==> src/rtl/irqagg_pkg.sv <==
package irqagg_pkg;

  localparam int REG_W   = 32;
  localparam int HI_OFS  = 16;
  localparam int NSEC    = 5;
  localparam int PRI_W   = 13;

  typedef enum logic [3:0] {
    A_PSTAT  = 4'd0,
    A_PMASK  = 4'd1,
    A_SEC0   = 4'd2,
    A_SEC1   = 4'd3,
    A_SEC2   = 4'd4,
    A_SEC3   = 4'd5,
    A_SEC4   = 4'd6,
    A_SMASK2 = 4'd7,
    A_GEN    = 4'd8,
    A_PEND   = 4'd9
  } addr_e;

  // primary bit positions
  localparam int P_TXOK   = 0;
  localparam int P_TXDESC = 1;
  localparam int P_TXERR  = 2;
  localparam int P_EOL    = 3;
  localparam int P_URN    = 4;
  localparam int P_HERR   = 5;
  localparam int P_BCN    = 6;
  localparam int P_CBRO   = 7;
  localparam int P_CBRU   = 8;
  localparam int P_QTRIG  = 9;
  localparam int P_LOCAL  = 10;

  // secondary register 2 miscellaneous fields
  localparam int S2_HERR_LSB = 16;
  localparam int S2_BCN_LSB  = 19;
  localparam logic [REG_W-1:0] S2_HERR_F = 32'h0007_0000;
  localparam logic [REG_W-1:0] S2_BCN_F  = 32'h00F8_0000;

  function automatic logic [REG_W-1:0] lo_field(int nq);
    return REG_W'((64'd1 << nq) - 64'd1);
  endfunction

  function automatic logic [REG_W-1:0] hi_field(int nq);
    return lo_field(nq) << HI_OFS;
  endfunction

endpackage

==> src/rtl/irqagg_w1c.sv <==
module irqagg_w1c #(
  parameter int W = 32
) (
  input  logic         clk,
  input  logic         rst_n,
  input  logic [W-1:0] evt,
  input  logic [W-1:0] clr,
  output logic [W-1:0] stat
);

  logic [W-1:0] stat_nxt;
  logic         upd;

  always_comb begin
    upd      = (|evt) | (|clr);
    stat_nxt = (stat & ~clr) | evt;
  end

  always_ff @(posedge clk or negedge rst_n) begin
    if (!rst_n)   stat <= '0;
    else if (upd) stat <= stat_nxt;
  end

  AST_EVT_BEATS_CLR: assert property (@(posedge clk) disable iff (!rst_n)
    ((evt & clr) != '0) |=> ((stat & $past(evt & clr)) == $past(evt & clr)));
  AST_CLR_EMPTIES: assert property (@(posedge clk) disable iff (!rst_n)
    ((clr & ~evt) != '0) |=> ((stat & $past(clr & ~evt)) == '0));
  AST_QUIET_HOLDS: assert property (@(posedge clk) disable iff (!rst_n)
    (evt == '0 && clr == '0) |=> $stable(stat));

endmodule

==> src/rtl/irqagg_summary.sv <==
module irqagg_summary
  import irqagg_pkg::*;
#(
  parameter int NQ = 10
) (
  input  logic [REG_W-1:0] s0,
  input  logic [REG_W-1:0] s1,
  input  logic [REG_W-1:0] s2,
  input  logic [REG_W-1:0] s3,
  input  logic [REG_W-1:0] s4,
  input  logic [2:0]       local_bits,
  output logic [PRI_W-1:0] sum
);

  localparam logic [REG_W-1:0] LO = lo_field(NQ);
  localparam logic [REG_W-1:0] HI = hi_field(NQ);

  always_comb begin
    sum                       = '0;
    sum[P_TXOK]               = |(s0 & LO);
    sum[P_TXDESC]             = |(s0 & HI);
    sum[P_TXERR]              = |(s1 & LO);
    sum[P_EOL]                = |(s1 & HI);
    sum[P_URN]                = |(s2 & LO);
    sum[P_HERR]               = |(s2 & S2_HERR_F);
    sum[P_BCN]                = |(s2 & S2_BCN_F);
    sum[P_CBRO]               = |(s3 & LO);
    sum[P_CBRU]               = |(s3 & HI);
    sum[P_QTRIG]              = |(s4 & LO);
    sum[P_LOCAL +: 3]         = local_bits;
  end

endmodule

==> src/rtl/irq_aggregator.sv <==
module irq_aggregator
  import irqagg_pkg::*;
#(
  parameter int NQ = 10
) (
  input  logic             clk,
  input  logic             rst_n,
  input  logic             host_we,
  input  logic [3:0]       host_addr,
  input  logic [31:0]      host_wdata,
  output logic [31:0]      host_rdata,
  input  logic [NQ-1:0]    ev_txok,
  input  logic [NQ-1:0]    ev_txdesc,
  input  logic [NQ-1:0]    ev_txerr,
  input  logic [NQ-1:0]    ev_eol,
  input  logic [NQ-1:0]    ev_urn,
  input  logic [2:0]       ev_bus_err,
  input  logic [4:0]       ev_bcn,
  input  logic [NQ-1:0]    ev_cbr_orn,
  input  logic [NQ-1:0]    ev_cbr_urn,
  input  logic [NQ-1:0]    ev_qtrig,
  input  logic [2:0]       ev_local,
  output logic             irq_o
);

  localparam logic [REG_W-1:0] LO = lo_field(NQ);
  localparam logic [REG_W-1:0] HI = hi_field(NQ);

  logic [REG_W-1:0] sec_evt  [NSEC];
  logic [REG_W-1:0] sec_clr  [NSEC];
  logic [REG_W-1:0] sec_stat [NSEC];
  logic [2:0]       loc_clr;
  logic [2:0]       loc_stat;
  logic [PRI_W-1:0] sum_raw;
  logic [PRI_W-1:0] sum_line;
  logic [PRI_W-1:0] pmask, pmask_nxt;
  logic [REG_W-1:0] smask2, smask2_nxt;
  logic             gen_en, gen_en_nxt;
  logic             pri_wr;
  logic [REG_W-1:0] s2_gated;

  // event placement
  always_comb begin
    sec_evt[0] = (REG_W'(ev_txok)    & LO) | ((REG_W'(ev_txdesc)  << HI_OFS) & HI);
    sec_evt[1] = (REG_W'(ev_txerr)   & LO) | ((REG_W'(ev_eol)     << HI_OFS) & HI);
    sec_evt[2] = (REG_W'(ev_urn)     & LO) | (REG_W'(ev_bus_err)  << S2_HERR_LSB)
                                          | (REG_W'(ev_bcn)      << S2_BCN_LSB);
    sec_evt[3] = (REG_W'(ev_cbr_orn) & LO) | ((REG_W'(ev_cbr_urn) << HI_OFS) & HI);
    sec_evt[4] = (REG_W'(ev_qtrig)   & LO);
  end

  // clear vectors: direct writes plus summary fan-out
  always_comb begin
    pri_wr = host_we && (host_addr == A_PSTAT);
    for (int k = 0; k < NSEC; k++)
      sec_clr[k] = (host_we && (host_addr == 4'(A_SEC0) + 4'(k))) ? host_wdata : '0;
    if (pri_wr) begin
      if (host_wdata[P_TXOK])   sec_clr[0] = sec_clr[0] | LO;
      if (host_wdata[P_TXDESC]) sec_clr[0] = sec_clr[0] | HI;
      if (host_wdata[P_TXERR])  sec_clr[1] = sec_clr[1] | LO;
      if (host_wdata[P_EOL])    sec_clr[1] = sec_clr[1] | HI;
      if (host_wdata[P_URN])    sec_clr[2] = sec_clr[2] | LO;
      if (host_wdata[P_HERR])   sec_clr[2] = sec_clr[2] | S2_HERR_F;
      if (host_wdata[P_BCN])    sec_clr[2] = sec_clr[2] | S2_BCN_F;
      if (host_wdata[P_CBRO])   sec_clr[3] = sec_clr[3] | LO;
      if (host_wdata[P_CBRU])   sec_clr[3] = sec_clr[3] | HI;
      if (host_wdata[P_QTRIG])  sec_clr[4] = sec_clr[4] | LO;
    end
    loc_clr = pri_wr ? host_wdata[P_LOCAL +: 3] : 3'b000;
  end

  for (genvar g = 0; g < NSEC; g++) begin : g_sec
    irqagg_w1c #(.W(REG_W)) i_sec (
      .clk  (clk),
      .rst_n(rst_n),
      .evt  (sec_evt[g]),
      .clr  (sec_clr[g]),
      .stat (sec_stat[g])
    );
  end

  irqagg_w1c #(.W(3)) i_local (
    .clk  (clk),
    .rst_n(rst_n),
    .evt  (ev_local),
    .clr  (loc_clr),
    .stat (loc_stat)
  );

  assign s2_gated = sec_stat[2] & smask2;

  irqagg_summary #(.NQ(NQ)) i_sum_raw (
    .s0(sec_stat[0]), .s1(sec_stat[1]), .s2(sec_stat[2]),
    .s3(sec_stat[3]), .s4(sec_stat[4]), .local_bits(loc_stat), .sum(sum_raw)
  );

  irqagg_summary #(.NQ(NQ)) i_sum_line (
    .s0(sec_stat[0]), .s1(sec_stat[1]), .s2(s2_gated),
    .s3(sec_stat[3]), .s4(sec_stat[4]), .local_bits(loc_stat), .sum(sum_line)
  );

  // control registers: next state
  always_comb begin
    pmask_nxt  = pmask;
    smask2_nxt = smask2;
    gen_en_nxt = gen_en;
    if (host_we) begin
      case (host_addr)
        A_PMASK:  pmask_nxt  = host_wdata[PRI_W-1:0];
        A_SMASK2: smask2_nxt = host_wdata;
        A_GEN:    gen_en_nxt = host_wdata[0];
        default:  ;
      endcase
    end
  end

  always_ff @(posedge clk or negedge rst_n) begin
    if (!rst_n) begin
      pmask  <= '0;
      smask2 <= '0;
      gen_en <= 1'b0;
    end else if (host_we) begin
      pmask  <= pmask_nxt;
      smask2 <= smask2_nxt;
      gen_en <= gen_en_nxt;
    end
  end

  assign irq_o = gen_en & (|(sum_line & pmask));

  always_comb begin
    case (host_addr)
      A_PSTAT:  host_rdata = REG_W'(sum_raw);
      A_PMASK:  host_rdata = REG_W'(pmask);
      A_SEC0:   host_rdata = sec_stat[0];
      A_SEC1:   host_rdata = sec_stat[1];
      A_SEC2:   host_rdata = sec_stat[2];
      A_SEC3:   host_rdata = sec_stat[3];
      A_SEC4:   host_rdata = sec_stat[4];
      A_SMASK2: host_rdata = smask2;
      A_GEN:    host_rdata = REG_W'(gen_en);
      A_PEND:   host_rdata = REG_W'(irq_o);
      default:  host_rdata = '0;
    endcase
  end

  AST_SUMMARY_CLR_TXOK: assert property (@(posedge clk) disable iff (!rst_n)
    (pri_wr && host_wdata[P_TXOK] && ev_txok == '0) |=> ((sec_stat[0] & LO) == '0));
  AST_ENABLE_OFF_DROPS: assert property (@(posedge clk) disable iff (!rst_n)
    (host_we && host_addr == A_GEN && !host_wdata[0]) |=> !irq_o);
  AST_LINE_HAS_CAUSE: assert property (@(posedge clk) disable iff (!rst_n)
    irq_o |-> (sum_raw != '0));
  AST_PEND_MIRRORS: assert property (@(posedge clk) disable iff (!rst_n)
    (host_addr == A_PEND) |-> (host_rdata[0] == irq_o));

endmodule

==> config.mk <==
export PLATFORM = sky130hd
export DESIGN_NAME = irq_aggregator
export DESIGN_NICKNAME = d
export VERILOG_FILES = /design/src/rtl/irqagg_pkg.sv /design/src/rtl/irqagg_w1c.sv /design/src/rtl/irqagg_summary.sv /design/src/rtl/irq_aggregator.sv
export SDC_FILE = /design/constraint.sdc
export NUM_CORES = 1
export LEC_CHECK = 0
export BUFFER_PORTS_ARGS = -buffer_cell sky130_fd_sc_hd__buf_2
export CORE_MARGIN = 1.5
export CORE_UTILIZATION = 43
export DETAILED_ROUTE_END_ITERATION = 12
export PLACE_DENSITY = 0.63
export SLEW_MARGIN = 20
export SYNTH_ARGS = -nofsm -noshare
export SYNTH_HDL_FRONTEND = slang
export SYNTH_HIERARCHICAL = 1
export SYNTH_SLANG_ARGS = --single-unit
==> constraint.sdc <==
create_clock -name clk -period 1.85 [get_ports clk]
set_input_delay 0 -clock clk [delete_from_list [all_inputs] [get_ports clk]]
set_output_delay 0 -clock clk [all_outputs]
set_load 0.05 [all_outputs]
# --- Yosys cells after proc, flatten, opt, wreduce, memory -nomap -nowiden ---
# Index checks and enable logic that the tools add are counted.
# W data, S select, Z words.
word_totals:
  wordCells: 104
  inputBits: 130
  register_bits: 209
  out_inout_bits: 33
classes:
  bitwise_logic: 32
  eq_ne: 9
  muxes: 18
  n_reduce_logical: 36
op_table:
  columns: ["operator", "n"]
  rows:
  - ["$pmux W32 S10", 1]
  - ["$reduce_or A32 Y1", 9]
  - ["$and A32 B32 Y32", 5]
  - ["$mux W32", 5]
  - ["$not A32 Y32", 5]
  - ["$mux W154", 1]
  - ["$reduce_or A10 Y1", 10]
  - ["$or A32 B26 Y32", 3]
  - ["$mux W26", 3]
  - ["$or A10 B26 Y26", 3]
  - ["$mux W10", 5]
  - ["$or A32 B10 Y32", 1]
  - ["$or A32 B24 Y32", 1]
  - ["$and A24 B24 Y24", 1]
  - ["$mux W24", 1]
  - ["$or A19 B24 Y24", 1]
  - ["$mux W19", 1]
  - ["$or A10 B19 Y19", 1]
  - ["$eq A4 B3 Y1 const B", 4]
  - ["$and A13 B13 Y13", 1]
  - ["$reduce_or A13 Y1", 1]
  - ["$reduce_or A3 Y1", 4]
  - ["$reduce_or A5 Y1", 2]
  - ["$eq A4 B2 Y1 const B", 2]
  - ["other kinds (11)", 24]

# --- Depth between registers and ports, before layout ---
# Gate-level depths: netlist (run 1).
logic_depth:
  ltp_word: 10
  depth_mapped: 9
  ltp_nobuf: 7

# --- Hierarchy ---
# Netlist (run 1), hierarchy kept.
modules_own_cells:
  columns: ["module", "instances", "area_each_um2", "cells_each"]
  rows:
  - ["irqagg_w1c (g_sec[0].i_sec ...)", 5, 1161.1, 96]
  - ["irq_aggregator", 1, 4933.5, 565]
  - ["irqagg_summary", 2, 211.5, 39]
  - ["irqagg_w1c (i_local)", 1, 108.9, 9]

# --- Worst setup path before layout (run 1) ---
# No wires, ideal clock.
synth_path:
  kind: "flip-flop to output port"
  startpoint: "reg g_sec[2].i_sec.stat[5]"
  endpoint: "out host_rdata[0]"
  arrival_time_ns: 2.013
  stages_incl_launch_ff: 8
  setup_slack_ns: -0.163
  path_cell_list: "dfrtp_1 -> and2_1 -> nor4_1 -> nand3_1 -> a222oi_1 -> nand3_1 -> nor2_1 -> o311ai_1"
synth_between:
  elab_chain_len: 6
synth_rtl:
  columns: ["element", "line_no", "text"]
  rows:
  - ["start, declared", "irqagg_w1c.sv:8", "output logic [W-1:0] stat"]
  - ["start signal, assigned", "irqagg_w1c.sv:21", "else if (upd) stat <= stat_nxt;"]
  - ["$and A24 B24 Y24", "irq_aggregator.sv:90", "assign s2_gated = sec_stat[2] & smask2;"]
  - ["net s2_gated[5]", "irq_aggregator.sv:40", "logic [REG_W-1:0] s2_gated;"]
  - ["$reduce_or A10 Y1", "irqagg_summary.sv:24", "sum[P_URN] = |(s2 & LO);"]
  - ["net sum_line[4]", "irq_aggregator.sv:35", "logic [PRI_W-1:0] sum_line;"]
  - ["$and A13 B13 Y13", "irq_aggregator.sv:129", "assign irq_o = gen_en & (|(sum_line & pmask));"]
  - ["$reduce_or A13 Y1", "irq_aggregator.sv:129", null]
  - ["$and A1 B1 Y1", "irq_aggregator.sv:129", null]
  - ["$pmux W32 S10", "irq_aggregator.sv:132", "case (host_addr)"]
  - ["end, declared", "irq_aggregator.sv:11", "output logic [31:0] host_rdata,"]
# The timed path passes the listed nets, and every way through them passes these cells.

# --- Worst setup path in the final report (run 1) ---
layout_path:
  startpoint: "reg g_sec[1].i_sec.stat[21]"
  endpoint: "out host_rdata[0]"
layout_between:
  elab_chain_len: 5
layout_rtl:
  columns: ["element", "line_no", "text"]
  rows:
  - ["start, declared", "irqagg_w1c.sv:8", null]
  - ["start signal, assigned", "irqagg_w1c.sv:21", null]
  - ["$reduce_or A10 Y1", "irqagg_summary.sv:23", "sum[P_EOL] = |(s1 & HI);"]
  - ["net sum_line[3]", "irq_aggregator.sv:35", null]
  - ["$and A13 B13 Y13", "irq_aggregator.sv:129", null]
  - ["$reduce_or A13 Y1", "irq_aggregator.sv:129", null]
  - ["$and A1 B1 Y1", "irq_aggregator.sv:129", null]
  - ["$pmux W32 S10", "irq_aggregator.sv:132", null]
# The timed path passes the listed nets, and every way through them passes these cells.

==> parameters.txt, run 1 <==
Parameter                              Value

Status
  Run status ... complete, but fails checks
  Violated checks ... negative setup slack

Cells and area
  Post-route cell area ... 0.0165 mm2
  Syn-to-layout area delta ... 47.4%
  Number of nets in the final layout ... 1743
  Count of non-filler cells in the finished layout ... 1960
  Highest-count cells in the layout ignoring fill and taps ... sky130_fd_sc_hd__a21o_1 (238), sky130_fd_sc_hd__dfrtp_1 (207), sky130_fd_sc_hd__dlygate4sd3_1 (171)
  N_diodes ... 0
  Most frequent standard cell in the layout excluding fill and tap cells ... sky130_fd_sc_hd__a21o_1
  Filler cell count in the final layout ... 2040
  Fraction of final layout cells sized beyond drive strength 1 ... 27.4%

Synthesis
  Synthesis warning total ... 6
  Synth Instances ... 1118
  Post-synthesis average cell area ... 10.0 um2
  Synthesized cell area ... 0.0112 mm2

STA
  Pin slew with the least headroom to its limit ... 0.592 ns
  Period minus WS final ... 2.56 ns
  Setup TNS ... -3.74 ns
  Slew Viols, Final ... 0
  Fin Clk Skew ... 0 ns
  Share of the cycle needed by the critical path after routing ... 139%
  Rel. slew slack ... 60.5%
  Number of endpoints failing setup at the final stage ... 11
  RSZ-0062 raised after global routing ... true
  Final hold violation count ... 0
  Slack of the critical path ... -0.713 ns
  Maximum clock rate ... 0.390 GHz

Power
  Leakage power of the design ... 0.00732 uW
  Combinational power share ... 18.4%
  Power share of the clock group ... 40.3%
  Power density normalized to cell area ... 749 mW/mm2
  Reg power frac ... 41.3%
  Fraction of power spent switching nets ... 27.7%
  VDD IR-drop max ... 0.000605 V
  Switching power summed over all nets ... 3420 uW
  Internal power ... 8930 uW

Die
  Starting utilization of the core area ... 44.2%
  DIE AREA ... 0.0270 mm2
  Ports placed on the boundary ... 163
  Num rows ... 58
  Die H ... 164 um
  Die Wd ... 164 um
  Standard cell core area ... 0.0253 mm2

Route
  Wire length per cell ... 19.9 um
  Count of nets left with antenna violations after detail routing ... 0
  Overall via count from detail_route ... 10600
  DRC violation total after the first TritonRoute iteration ... 881
  Initial DRT Pass Iterations ... 7
  Via count normalized by instance count ... 5.40
  Detailed-route DRC error count ... 0
  Post-detailed-routing wire length ... 38.9 mm

Critical path
  Data required time of the worst path ... 1.85 ns
  Critical path launch point type ... flip-flop
  Crit-path most repeated cell ... sky130_fd_sc_hd__nand3_1
  Critical path, cell by cell ... nor4_1 -> nand3_1 -> a22oi_1 -> nand3_1 -> nor2_4 -> o311ai_2 -> buf_6
  Type of the worst setup path ... flip-flop to output pin
  Maximum net fanout on the critical path ... 2
  Endpoint arrival time on the critical path ... 2.56 ns
  Kind of end point of the critical path ... output pin
  Crit path max-delay cell type ... sky130_fd_sc_hd__nor4_1
  Biggest cell delay along the critical path ... 0.53 ns

Clock network
  Buffer cell driving the clock tree root ... sky130_fd_sc_hd__clkbuf_16
  Number of levels the H-tree was split into ... 1
  Clock transition at the registers of the reported paths ... 0.06 ns
  CTS tree ... done
  Clk sink count ... 209
  Clock buffer count from CTS ... 25
  Clock latency of the later-clocked register in the worst-skew pair ... 0.54 ns
  Buffer levels on the longest clock path ... 3

GRT
  Vias in the first global route ... 10900
  Wire length of the first global-routing pass ... 60.4 mm
  Total track usage ... 29.4%
  Initial antenna violation count ... 1
  Overall overflow remaining after global route ... 0
  Pin count of the biggest net entering global routing ... 66

Job
  Max-cap check violation count ... 0

Place
  Area after DPL ... 0.0134 mm2
  RD Place Congestion ... 0.956
  Placed instance count ... 1729
  Final HPWL from detailed placement ... 26.1 mm
  Total of buffers placed on input and output ports ... 162

Worst hold path
  Class of the worst hold path ... input port to async pin
==> critical path: cells and delay by family, from the launching register on <==
family                 cells  cell delay, ns
buffers and inverters      1            0.19
flip-flops                 1            0.38
AO/OA/AOI/OAI              2            0.37
AND/OR/NAND/NOR            4            1.10
==> routing by layer <==
| layer | vias to the layer above | GRT usage, % | routed length, um |
|---|---|---|---|
| met2 | 443 | 49.1 | 18900 |
| met4 | 2 | 8.64 | 909 |
| met5 | - | 0 | 13 |
| met1 | 5193 | 38.8 | 16200 |
| met3 | 86 | 5.43 | 2870 |
| li1 | 4862 | - | - |
==> through the flow <==
stage,total power (uW),util [%],setup slack [ns],hold slack (ns)
6_report,12300,65.1,-0.713,0.0236
5_1_grt,12800,65.1,-0.745,0.0369
4_1_cts,12400,64.2,-0.637,0.0388
3_5_place_dp,7040,52.8,-0.353,0.0424
3_3_place_gp,7020,52.8,-0.340,0.0399
2_1_floorplan,6200,-,0.117,-0.296
==> repair_timing <==
| item | in CTS | in global routing |
|---|---|---|
| buffers inserted | 11 | 9 |
| resized for setup | 65 | 31 |
| hold buffers | 171 | 0 |
| endpoints found under the setup margin | 11 | 14 |
| endpoints found under the hold margin | 415 | 0 |
| pin swaps | 25 | 20 |
==> flip-flops by register name (all words and copies together) (netlist names) <==
register          count
i_local/stat          3
pmask                13
gen_en                1
g_sec.i_sec/stat    160
smask2               32
==> area by class of cell <==
cell class / count / area (um2) / share of cell area [%]
multi-input cells: 743 / 5530 / 33.5
repair buffers: 470 / 3860 / 23.4
well taps: 330 / 413 / 2.51
flip-flops and latches: 209 / 5230 / 31.7
clock buffers: 37 / 761 / 4.62
inverters: 164 / 616 / 3.74
clock inverters: 7 / 77.6 / 0.471
==> power by group through the flow <==
stage | Combinational (uW) | Sequential (uW) | Clock [uW]
6_report | 2270 | 5100 | 4980
5_1_grt | 2420 | 5130 | 5260
4_1_cts | 2220 | 5090 | 5050
3_5_place_dp | 1880 | 5160 | 0
3_3_place_gp | 1860 | 5150 | 0
2_1_floorplan | 1100 | 5100 | 0
==> final timing paths <==
| kind | start | endpoint | slack, ns | cells after the start |
|---|---|---|---|---|
| min | rst_n | g_sec[1].i_sec/stat[25] | 0.02 | 2 |
| min reg2reg | g_sec[0].i_sec/stat[14] | g_sec[0].i_sec/stat[14] | 0.48 | 1 |
| min in group clk | host_wdata[6] | pmask[6] | 0.06 | 2 |
| max reg2reg | g_sec[1].i_sec/stat[18] | g_sec[1].i_sec/stat[18] | 0.37 | 4 |
| max | g_sec[1].i_sec/stat[21] | host_rdata[0] | -0.71 | 7 |
| max in group asynchronous | rst_n | g_sec[4].i_sec/stat[2] | 1.13 | 3 |
No activity file was read; power rests on OpenSTA's default activity.
==> inputs of run 2 (changes only) <==
- HOLD_SLACK_MARGIN: not set -> 0.12
==> parameters.txt, run 2 (same netlist as run 1, synthesis figures left out) <==
Parameter                              Value

STA
  Share of the cycle needed by the critical path after routing ... 139%
  Number of endpoints failing setup at the final stage ... 11
  RSZ-0062 raised after global routing ... true
  Maximum clock rate ... 0.390 GHz
  Final hold violation count ... 0
  Fin Clk Skew ... 0 ns
  Pin slew with the least headroom to its limit ... 0.601 ns
  Period minus WS final ... 2.57 ns
  Worst-case hold slack ... 0.149 ns
  Rel. slew slack ... 59.9%
  Slack of the critical path ... -0.716 ns
  Slew Viols, Final ... 0

Critical path
  Data required time of the worst path ... 1.85 ns
  Critical path launch point type ... flip-flop
  Endpoint arrival time on the critical path ... 2.57 ns
  Kind of end point of the critical path ... output pin
  Type of the worst setup path ... flip-flop to output pin
  Maximum net fanout on the critical path ... 2
  Beginning of the worst register-to-register path ... g_sec[2].i_sec/stat[1]
  Critical Path Start ... g_sec[1].i_sec/stat[21]

Route
  Wire length per cell ... 19.9 um
  Via count normalized by instance count ... 5.42
  DRC violation total after the first TritonRoute iteration ... 843
  Initial DRT Pass Iterations ... 6
  Overall via count from detail_route ... 10900
  Post-detailed-routing wire length ... 39.8 mm
  Detailed-route DRC error count ... 0
  Count of nets left with antenna violations after detail routing ... 0

Power
  Internal power ... 8960 uW
  Reg power frac ... 41.2%
  Power share of the clock group ... 40.2%
  Combinational power share ... 18.6%
  Fraction of power spent switching nets ... 27.7%
  Power after layout ... 12400 uW
  Switching power summed over all nets ... 3440 uW
  VDD IR-drop max ... 0.000602 V
  Leakage power of the design ... 0.00739 uW
  Power density normalized to cell area ... 733 mW/mm2

Worst hold path
  Class of the worst hold path ... input port to flip-flop
  Startpoint of the lowest-slack hold path ... host_we

Die
  Starting utilization of the core area ... 44.2%
  Standard cell core area ... 0.0253 mm2
  DIE AREA ... 0.0270 mm2
  Num rows ... 58
  Die Wd ... 164 um
  Ports placed on the boundary ... 163
  Die H ... 164 um

Cells and area
  Number of nets in the final layout ... 1787
  Max FFs per register ... 160
  Largest reg by FF count ... g_sec.i_sec/stat
  Highest-count cells in the layout ignoring fill and taps ... sky130_fd_sc_hd__a21o_1 (238), sky130_fd_sc_hd__dlygate4sd3_1 (215), sky130_fd_sc_hd__dfrtp_1 (206)
  N_diodes ... 0
  Most frequent standard cell in the layout excluding fill and tap cells ... sky130_fd_sc_hd__a21o_1
  Top flop regs ... g_sec.i_sec/stat (160), smask2 (32), pmask (13)
  Fraction of final layout cells sized beyond drive strength 1 ... 26.6%
  Syn-to-layout area delta ... 51.2%

GRT
  Pin count of the biggest net entering global routing ... 66
  Overall overflow remaining after global route ... 0
  Total track usage ... 29.9%
  Vias in the first global route ... 11200
  Wire length of the first global-routing pass ... 61.8 mm
  Initial antenna violation count ... 1

Clock network
  Clock buffer count from CTS ... 25
  Buffer levels on the longest clock path ... 3
  Clock latency of the later-clocked register in the worst-skew pair ... 0.54 ns
  CTS tree ... done
  Number of levels the H-tree was split into ... 1
  Buffer cell driving the clock tree root ... sky130_fd_sc_hd__clkbuf_16
  Clk sink count ... 209
  Clock transition at the registers of the reported paths ... 0.06 ns

Place
  Worst Setup Slack post-DPL ... -0.353 ns
  RD Place Congestion ... 0.956
  Total of buffers placed on input and output ports ... 162
  Final HPWL from detailed placement ... 26.1 mm

Status
  Run status ... complete, but fails checks
  Violated checks ... negative setup slack

Job
  Max-cap check violation count ... 0
-- run 2: repair_timing --
item,4_1_cts,5_1_grt
pin swaps,25,19
endpoints found under the hold margin,418,0
resized for setup,65,31
endpoints found under the setup margin,11,17
hold buffers,215,0
buffers inserted,11,10
-- run 2: power by group through the flow --
stage | Combinational (uW) | Sequential, uW | Clock (uW)
after floorplan | 1100 | 5100 | 0
after global placement | 1860 | 5150 | 0
after detailed placement | 1880 | 5160 | 0
after CTS | 2250 | 5090 | 5050
after global routing | 2460 | 5130 | 5260
final | 2310 | 5100 | 4980
-- run 2: through the flow --
step | instance area (um2) | instances | utilization, % | setup TNS, ns
2_1_floorplan | 11500 | 1189 | - | 0
3_3_place_gp | 13400 | 1729 | 52.8 | -0.647
3_5_place_dp | 13400 | 1729 | 52.8 | -0.677
4_1_cts | 16700 | 1996 | 66.0 | -3.56
5_1_grt | 16900 | 2004 | 66.8 | -4.37
6_report | 16900 | 2004 | 66.8 | -3.75
-- run 2: worst paths after layout --
path | endpoint | slack (ns) | depth (start not counted)
max | host_rdata[0] | -0.72 | 7
min | g_sec[3].i_sec/stat[10] | 0.15 | 5
max reg2reg | g_sec[2].i_sec/stat[1] | 0.37 | 4
min reg2reg | g_sec[0].i_sec/stat[14] | 0.47 | 1
max in group asynchronous | g_sec[4].i_sec/stat[2] | 0.58 | 4
min in group asynchronous | g_sec[1].i_sec/stat[25] | 0.56 | 3
-- run 2: per-layer routing --
metal | GRT usage (%) | wire (um) | vias up
li1 | - | - | 4961
met1 | 39.3 | 16300 | 5335
met2 | 49.8 | 19400 | 458
met3 | 5.30 | 3010 | 104
met4 | 9.71 | 1150 | 2
met5 | 0 | 13 | -
-- run 2: final cells by class --
| type | count | area (um2) |
|---|---|---|
| flip-flops and latches | 209 | 5230 |
| fillers | 1979 | 8420 |
| well taps | 330 | 413 |
| clock inverters | 7 | 77.6 |
| repair buffers | 514 | 4300 |
| multi-input cells | 743 | 5520 |
| inverters | 164 | 616 |
| clock buffers | 37 | 761 |
-- run 2: critical path, stage by stage (launching register included) --
cell and delay [ns]:
sky130_fd_sc_hd__dfrtp_1 0.38, sky130_fd_sc_hd__nor4_1 0.54, sky130_fd_sc_hd__nand3_1 0.25, sky130_fd_sc_hd__a22oi_1 0.25, sky130_fd_sc_hd__nand3_1 0.15, sky130_fd_sc_hd__nor2_4 0.16, sky130_fd_sc_hd__o311ai_2 0.11, sky130_fd_sc_hd__buf_6 0.19
